### config.mk
export PLATFORM = sky130hd
export DESIGN_NAME = wl_mask_gen
export DESIGN_NICKNAME = d
export VERILOG_FILES = /design/src/rtl/wl_pkg.sv /design/src/rtl/wl_mode_reg.sv /design/src/rtl/wl_beat_seq.sv /design/src/rtl/wl_lane_mask.sv /design/src/rtl/wl_mask_gen.sv
export SDC_FILE = /design/constraint.sdc
export NUM_CORES = 1
export LEC_CHECK = 0
export BUFFER_PORTS_ARGS = -buffer_cell sky130_fd_sc_hd__clkbuf_2
export CELL_PAD_IN_SITES_DETAIL_PLACEMENT = 1
export CELL_PAD_IN_SITES_GLOBAL_PLACEMENT = 2
export CORE_UTILIZATION = 35
export CTS_CLUSTER_DIAMETER = 80
export DETAILED_ROUTE_END_ITERATION = 10
export PLACE_DENSITY_LB_ADDON = 0.1
export SYNTH_ARGS = -nofsm -noshare
export SYNTH_HDL_FRONTEND = slang
export SYNTH_HIERARCHICAL = 1
export SYNTH_SLANG_ARGS = --single-unit
### constraint.sdc
create_clock -name clk -period 4.3 [get_ports clk]
set_clock_uncertainty 0.15 [all_clocks]
set_input_delay 0.43 -clock clk [delete_from_list [all_inputs] [get_ports clk]]
set_output_delay 0.43 -clock clk [all_outputs]
set_load 0.01 [all_outputs]
### src/rtl/wl_pkg.sv
package wl_pkg;

  typedef enum logic {BT_SEQ = 1'b0, BT_ILV = 1'b1} burst_type_e;

  typedef struct packed {
    logic        long_burst;
    burst_type_e btype;
  } mode_t;

  // Number of beats a lane writes for a given length code.
  function automatic int eff_len(int code, int code_max, int bl);
    if (code == 0 || code == code_max || code >= bl) return bl;
    return code;
  endfunction

  // Column offset of a beat; the wrap stays inside the burst block.
  function automatic int beat_col(int start, int idx, int bl, logic ilv);
    int m;
    m = bl - 1;
    if (ilv) return start ^ idx;
    return (start & ~m) | ((start + idx) & m);
  endfunction

endpackage

### src/rtl/wl_mode_reg.sv
module wl_mode_reg
  import wl_pkg::*;
(
  input  logic  clk,
  input  logic  rst_n,
  input  logic  load,
  input  logic  long_in,
  input  logic  ilv_in,
  output mode_t mode_q
);

  always_ff @(posedge clk) begin
    if (!rst_n) begin
      mode_q.long_burst <= 1'b1;
      mode_q.btype      <= BT_SEQ;
    end else if (load) begin
      mode_q.long_burst <= long_in;
      mode_q.btype      <= ilv_in ? BT_ILV : BT_SEQ;
    end
  end

endmodule

### src/rtl/wl_beat_seq.sv
module wl_beat_seq
  import wl_pkg::*;
#(
  parameter int BEAT_W = 2
) (
  input  logic              clk,
  input  logic              rst_n,
  input  logic              start,
  input  mode_t             mode_in,
  input  logic [BEAT_W-1:0] col_in,
  output logic              active,
  output logic [BEAT_W-1:0] idx,
  output logic [BEAT_W-1:0] col
);

  localparam int MAXBL = 1 << BEAT_W;

  logic              active_q;
  logic [BEAT_W-1:0] idx_q;
  logic [BEAT_W-1:0] col0_q;
  mode_t             mode_q;
  logic [BEAT_W:0]   bl_cur;
  logic              last_beat;

  assign bl_cur    = mode_q.long_burst ? (BEAT_W+1)'(MAXBL) : (BEAT_W+1)'(MAXBL / 2);
  assign last_beat = active_q && ({1'b0, idx_q} == bl_cur - 1'b1);

  always_ff @(posedge clk) begin
    if (!rst_n) begin
      active_q <= 1'b0;
      idx_q    <= '0;
      col0_q   <= '0;
      mode_q   <= '0;
    end else if (start) begin
      active_q <= 1'b1;
      idx_q    <= '0;
      col0_q   <= col_in;
      mode_q   <= mode_in;
    end else if (active_q) begin
      if (last_beat) begin
        active_q <= 1'b0;
        idx_q    <= '0;
      end else begin
        idx_q <= idx_q + 1'b1;
      end
    end
  end

  assign active = active_q;
  assign idx    = idx_q;
  assign col    = active_q
                ? BEAT_W'(beat_col(int'(col0_q), int'(idx_q), int'(bl_cur),
                                   mode_q.btype == BT_ILV))
                : '0;

  a_r2_first_beat: assert property (@(posedge clk) disable iff (!rst_n)
    start |=> active && idx == '0);
  a_r2_step: assert property (@(posedge clk) disable iff (!rst_n)
    active && !start && !last_beat |=> active && idx == $past(idx) + 1'b1);
  a_r2_end: assert property (@(posedge clk) disable iff (!rst_n)
    active && last_beat && !start |=> !active);
  a_r1_idle_col: assert property (@(posedge clk) disable iff (!rst_n)
    !active |-> col == '0 && idx == '0);

endmodule

### src/rtl/wl_lane_mask.sv
module wl_lane_mask
  import wl_pkg::*;
#(
  parameter int BEAT_W = 2,
  parameter int LEN_W  = 2
) (
  input  logic              clk,
  input  logic              rst_n,
  input  logic              start,
  input  logic [LEN_W-1:0]  code_in,
  input  logic [BEAT_W:0]   bl_start,
  input  logic              active,
  input  logic [BEAT_W-1:0] idx,
  output logic              mask
);

  localparam int CODE_MAX = (1 << LEN_W) - 1;

  logic [BEAT_W:0] len_q;

  always_ff @(posedge clk) begin
    if (!rst_n)     len_q <= '0;
    else if (start) len_q <= (BEAT_W+1)'(eff_len(int'(code_in), CODE_MAX, int'(bl_start)));
  end

  assign mask = active && ({1'b0, idx} >= len_q);

  a_r6_first_beat_written: assert property (@(posedge clk) disable iff (!rst_n)
    active && idx == '0 |-> !mask);
  a_r6_mask_sticky: assert property (@(posedge clk) disable iff (!rst_n)
    active && mask && !start |=> !active || mask);
  a_r1_idle_unmasked: assert property (@(posedge clk) disable iff (!rst_n)
    !active |-> !mask);

endmodule

### src/rtl/wl_mask_gen.sv
module wl_mask_gen
  import wl_pkg::*;
#(
  parameter int BEAT_W = 2,
  parameter int LEN_W  = 2,
  parameter int LANES  = 2
) (
  input  logic                   clk,
  input  logic                   rst_n,
  input  logic                   mode_load,
  input  logic                   mode_long,
  input  logic                   mode_ilv,
  input  logic                   burst_start,
  input  logic [BEAT_W-1:0]      start_col,
  input  logic [LANES*LEN_W-1:0] wl_len,
  output logic                   beat_valid,
  output logic [BEAT_W-1:0]      beat_idx,
  output logic [BEAT_W-1:0]      beat_col,
  output logic [LANES-1:0]       beat_mask
);

  localparam int MAXBL = 1 << BEAT_W;

  mode_t           mode_cur;
  logic [BEAT_W:0] bl_new;

  wl_mode_reg u_mode (
    .clk     (clk),
    .rst_n   (rst_n),
    .load    (mode_load),
    .long_in (mode_long),
    .ilv_in  (mode_ilv),
    .mode_q  (mode_cur)
  );

  assign bl_new = mode_cur.long_burst ? (BEAT_W+1)'(MAXBL) : (BEAT_W+1)'(MAXBL / 2);

  wl_beat_seq #(.BEAT_W(BEAT_W)) u_seq (
    .clk     (clk),
    .rst_n   (rst_n),
    .start   (burst_start),
    .mode_in (mode_cur),
    .col_in  (start_col),
    .active  (beat_valid),
    .idx     (beat_idx),
    .col     (beat_col)
  );

  for (genvar l = 0; l < LANES; l++) begin : g_lane
    wl_lane_mask #(.BEAT_W(BEAT_W), .LEN_W(LEN_W)) u_lane (
      .clk      (clk),
      .rst_n    (rst_n),
      .start    (burst_start),
      .code_in  (wl_len[l*LEN_W +: LEN_W]),
      .bl_start (bl_new),
      .active   (beat_valid),
      .idx      (beat_idx),
      .mask     (beat_mask[l])
    );
  end

  a_r10_restart: assert property (@(posedge clk) disable iff (!rst_n)
    beat_valid && burst_start |=> beat_valid && beat_idx == '0 && beat_mask == '0);

endmodule

-- Word-level counts from Yosys, hierarchy flattened
Cells that the tools add are included.
- equal/unequal tests: 3
- order comparisons: 4
- reductions and logical operators: 10
- $add $sub $neg: 4
- muxes and demuxes: 21
- bitwise gates (word level): 6
- operators by type and width (cell ; number):
    $mux W3 ; 6
    $ge A2 B3 Y1 ; 4
    $mux W1 ; 11
    $mux W2 ; 4
    $and A2 B2 Y2 ; 2
    $eq A2 B1 Y1 const B ; 2
    $logic_not A2 Y1 ; 2
    $logic_or A1 B1 Y1 ; 4
    $eq A2 B3 Y1 ; 1
    $logic_and A1 B1 Y1 ; 3
    $sub A3 B1 Y3 const B ; 1
    $add A2 B1 Y2 const B ; 1
    $add A2 B2 Y2 ; 1
    $not A2 Y2 ; 1
    $or A2 B2 Y2 ; 1
    $reduce_or A2 Y1 ; 1
    $sub A2 B1 Y2 const B ; 1
    $xor A2 B2 Y2 ; 1
    $not A1 Y1 ; 1
- input bits: 12
- output and inout port bits: 7
- flip-flop bits (word level): 15

-- Depth between registers and ports, before layout
- depth after elaboration: 7
- gate-level depth with buffers: 7
- depth with buffers taken out: 7

-- By module
The synthesis kept the hierarchy.
- by module, submodules not included (module ; cells each ; seq. area each (sq um) ; area an instance (sq um) ; times used):
    wl_lane_mask ; 33 ; 60.1 ; 285.3 ; 2
    wl_beat_seq ; 35 ; 140.1 ; 341.6 ; 1
    wl_mode_reg ; 6 ; 40.0 ; 70.1 ; 1
    wl_mask_gen ; 2 ; 0.0 ; 7.5 ; 1

-- Worst setup path after synthesis
No wires, ideal clock.
- path type: register to output
- start: register u_seq.idx_q[0] (netlist: u_seq/idx[0])
- end: output beat_mask[0]
- data arrival time: 1.249 ns
- data required time: 3.720 ns
- stages on the path, launching flop included: 6
- setup slack: 2.471 ns
- path through: dfxtp_1 -> inv_1 -> ha_1 -> nand2b_1 -> a21oi_1 -> nor3b_1
- longest elaborated chain between the ends: 2
- ends and longest elaborated chain (element ; RTL line ; RTL):
    start: declaration ; wl_beat_seq.sv:19 ; logic [BEAT_W-1:0] idx_q;
    start signal: assignment ; wl_beat_seq.sv:44 ; idx_q <= idx_q + 1'b1;
    $ge A2 B3 Y1 ; wl_lane_mask.sv:26 ; assign mask = active && ({1'b0, idx} >= len_q);
    $logic_and A1 B1 Y1 ; wl_lane_mask.sv:26 ;
    end: declaration ; wl_mask_gen.sv:19 ; output logic [LANES-1:0] beat_mask
Every way passes these cells.

-- Worst setup path in the final report
Ends and elaborated chain as after synthesis.

==> results.md <==
* Run status: finished clean
* Layout Nets at 157
* Avg Cell Area, Syn at 9.080 µm²
* Die W at 55.18 µm
* Top FF cell, synth: dfxtp_1
* Fillers at 329
* Multiplexer share of the synthesized area at 0.07080
* Number of global-route vias before repair at 777
* Slowest cell delay on critical path at 0.49 ns
* First-pass GRT wire length at 3174 µm
* Final WL at 1933 µm
* Wirelength per Cell at 11.72 µm
* GRT Util Overall at 0.1503
* IO Count at 19
* Power Total at 0.3018 mW
* Initial core utilization at 0.3855
* Crit path time final at 2.252 ns
* Drt via density at 4.994
* Post-synth EDFFs at 0
* Placed cell area at 0.001131 mm²
* Largest delay share family, worst path: flip-flops
* Initial antenna violation count at 0
* Power density over the cells at 260.5 mW/mm²
* Mapped cell area at 989.7 µm²
* CTS buffer count at 3
* Via Count at 824
* Critical Path RT at 3.72 ns
* CP startpoint kind: register
* YS warnings at 6
* CTS tree: built
* P_leak at 0.5283 nW
* Post-Synth Adder-Cell Area at 0.1138
* Layout cells sized above 1 at 0.2444
* # resized after CTS at 0
* Final hold viol count at 0
* # setup viols final at 0
* Port bufs at 18
* Core Area at 0.002567 mm²
* Critical Path, Cell by Cell: inv_1 > ha_1 > nand2b_1 > a21oi_1 > nor3b_1 > clkbuf_2
* Synth-to-layout area growth at 17.07%
* Die height at 55.18 µm
* Grt total ovfl at 0
* Setup WS post-layout at 2.048 ns
* Synth top area share at 0.3034
* Clock tree buffer depth at 2
* DP HPWL at 1481 µm
* Worst EP arrival at 1.67 ns
* Clk slew on worst S/H paths at 0.10 ns
* Synth Area in XOR/XNOR at 0.03540
* Simple-Gate Fraction of Synth Area at 0.2389
* CP max FO at 8
* Setup Fix Bufs, Post-CTS at 0
* CP max-delay cell: dfxtp_1
* TritonRoute pass-1 iters at 4
* Largest net degree at the start of global routing at 23
* Post-route clock period utilization at 0.5237
* Pre-CTS WS at 2.363 ns
* Synth Area in Compound Gates at 0.1795
* Hold-fix buffers, CTS at 0
* Design Area, Final at 0.001159 mm²
* FMAX at 444.0 MHz
* Worst path buffer plus inverter count at 2
* Sequential share of the synthesized area at 0.3034
* Yosys reg bits at 15
* Fin. max-slew vios at 0
* Number of routed nets with antenna violations at 0
* Kind of critical path: register to output port
* CP endpoint kind: output port
* Clock root cell: clkbuf_4
* Peak supply drop at 0.0002481 V
* H-tree depth at 1
* Ys async rst share at 0
* Clock Sinks at 15
* Area leader, netlist: dfxtp_1
* Largest family of logic cells by synthesized area: simple AND/OR/NAND/NOR gates
* Drc violations at 0
* Hold Crit Class: input port to register
* Layout Cells excl Fill at 165
* Synth cell types at 27
* Max-cap viol count at 0
* DIE AREA at 0.003044 mm²
* Gpl congestion at 0.6637
* Ant. Diodes at 0
* Top-count cell post-synth: dfxtp_1
* Top cells by count, synth: dfxtp_1 (15), inv_1 (13), ha_1 (9), nand2_1 (9)
* Placed Cells at 161
* RSZ-0062 raised after global routing: no
* Worst-skew pair later-pin latency at 0.28 ns
* Row count at 18
* Ranking of synthesized cells by area: dfxtp_1 (30%), ha_1 (11%), mux2i_1 (7.1%)
* Setup TNS at 0 ns
* Mapped Cells at 109
* Drt initial violations at 5
## cell families after synthesis
kind of cell	Yosys count
compound gates	24
other cells	1
simple gates	35
fa+ha+maj	9
xor+xnor	4
mux	7
flops	15
buf+inv	14
## through the flow
step / util / hold slack [ns]
floorplan: - / 0.2945
global placement: 0.4405 / 0.3144
detailed placement: 0.4405 / 0.3173
CTS: 0.4513 / 0.2117
global route: 0.4513 / 0.2152
finish: 0.4513 / 0.2160
## final cells by class
| cell class | instances | area [µm²] | area share |
|---|---|---|---|
| repair buffers | 18 | 90.09 | 0.07775 |
| well taps | 30 | 37.54 | 0.03240 |
| multi-input cells | 85 | 654.4 | 0.5648 |
| inverters | 13 | 48.80 | 0.04212 |
| clock inverters | 1 | 5.005 | 0.004320 |
| clock buffers | 3 | 22.52 | 0.01944 |
| flip-flops and latches | 15 | 300.3 | 0.2592 |
## worst paths after layout
check                                   end  slack, ns                      start  cells past startpoint
setup / recovery               beat_mask[0]       2.05               u_seq/idx[0]                      6
hold / removal             u_mode/mode_q[1]       0.22                  mode_long                      3
setup reg to reg  g_lane[1].u_lane/len_q[1]       2.64           u_mode/mode_q[1]                      7
hold reg to reg   g_lane[0].u_lane/len_q[2]       0.33  g_lane[0].u_lane/len_q[2]                      2
## routing by layer
metal | GRT usage | up-vias | share of wire
met4 | 0.02500 | 0 | 0.0052
met3 | 0.05738 | 2 | 0.041
met5 | 0 | - | 0
met2 | 0.2671 | 14 | 0.47
li1 | - | 425 | -
met1 | 0.1718 | 383 | 0.49
## state kept, by name, indices dropped and copies added, names as in the netlist
name                 count
u_seq/idx                2
u_seq/col0_q             2
u_mode/mode_q            2
g_lane.u_lane/len_q      6
u_seq/active             1
u_seq/mode_q             2
## cell usage in the layout (no fill, tap or decap), types with 2 or more instances in the layout
cell | Yosys | routed
clkbuf_2 | 0 | 18
dfxtp_1 | 15 | 15
inv_1 | 13 | 13
nand2_1 | 9 | 9
ha_1 | 9 | 9
a21oi_1 | 7 | 7
mux2i_1 | 7 | 7
nand2b_1 | 6 | 6
conb_1 | 1 | 6
nor2b_1 | 5 | 5
xnor2_1 | 4 | 4
o211ai_2 | 4 | 4
o21ai_0 | 4 | 4
a311oi_1 | 4 | 4
clkbuf_4 | 0 | 3
nor3b_1 | 2 | 2
nand3_1 | 2 | 2
a21boi_1 | 2 | 2
nor2b_4 | 2 | 2
nand2b_4 | 2 | 2
nand2b_2 | 2 | 2
nor2_1 | 2 | 2
## worst register-to-register path, stage by stage, from the launching register on
cell	delay, ns
dfxtp_1	0.40
inv_1	0.16
inv_1	0.07
ha_1	0.32
nand2b_4	0.07
o211ai_2	0.16
a21oi_1	0.09
a311oi_1	0.18
## power by group
| group | internal, mW | switching, mW | total (mW) |
|---|---|---|---|
| combinational | 0.0319 | 0.0323 | 0.0642 |
| sequential | 0.148 | 0.00862 | 0.156 |
| clock | 0.0346 | 0.0468 | 0.0814 |
No activity file was read; power rests on OpenSTA's default activity.
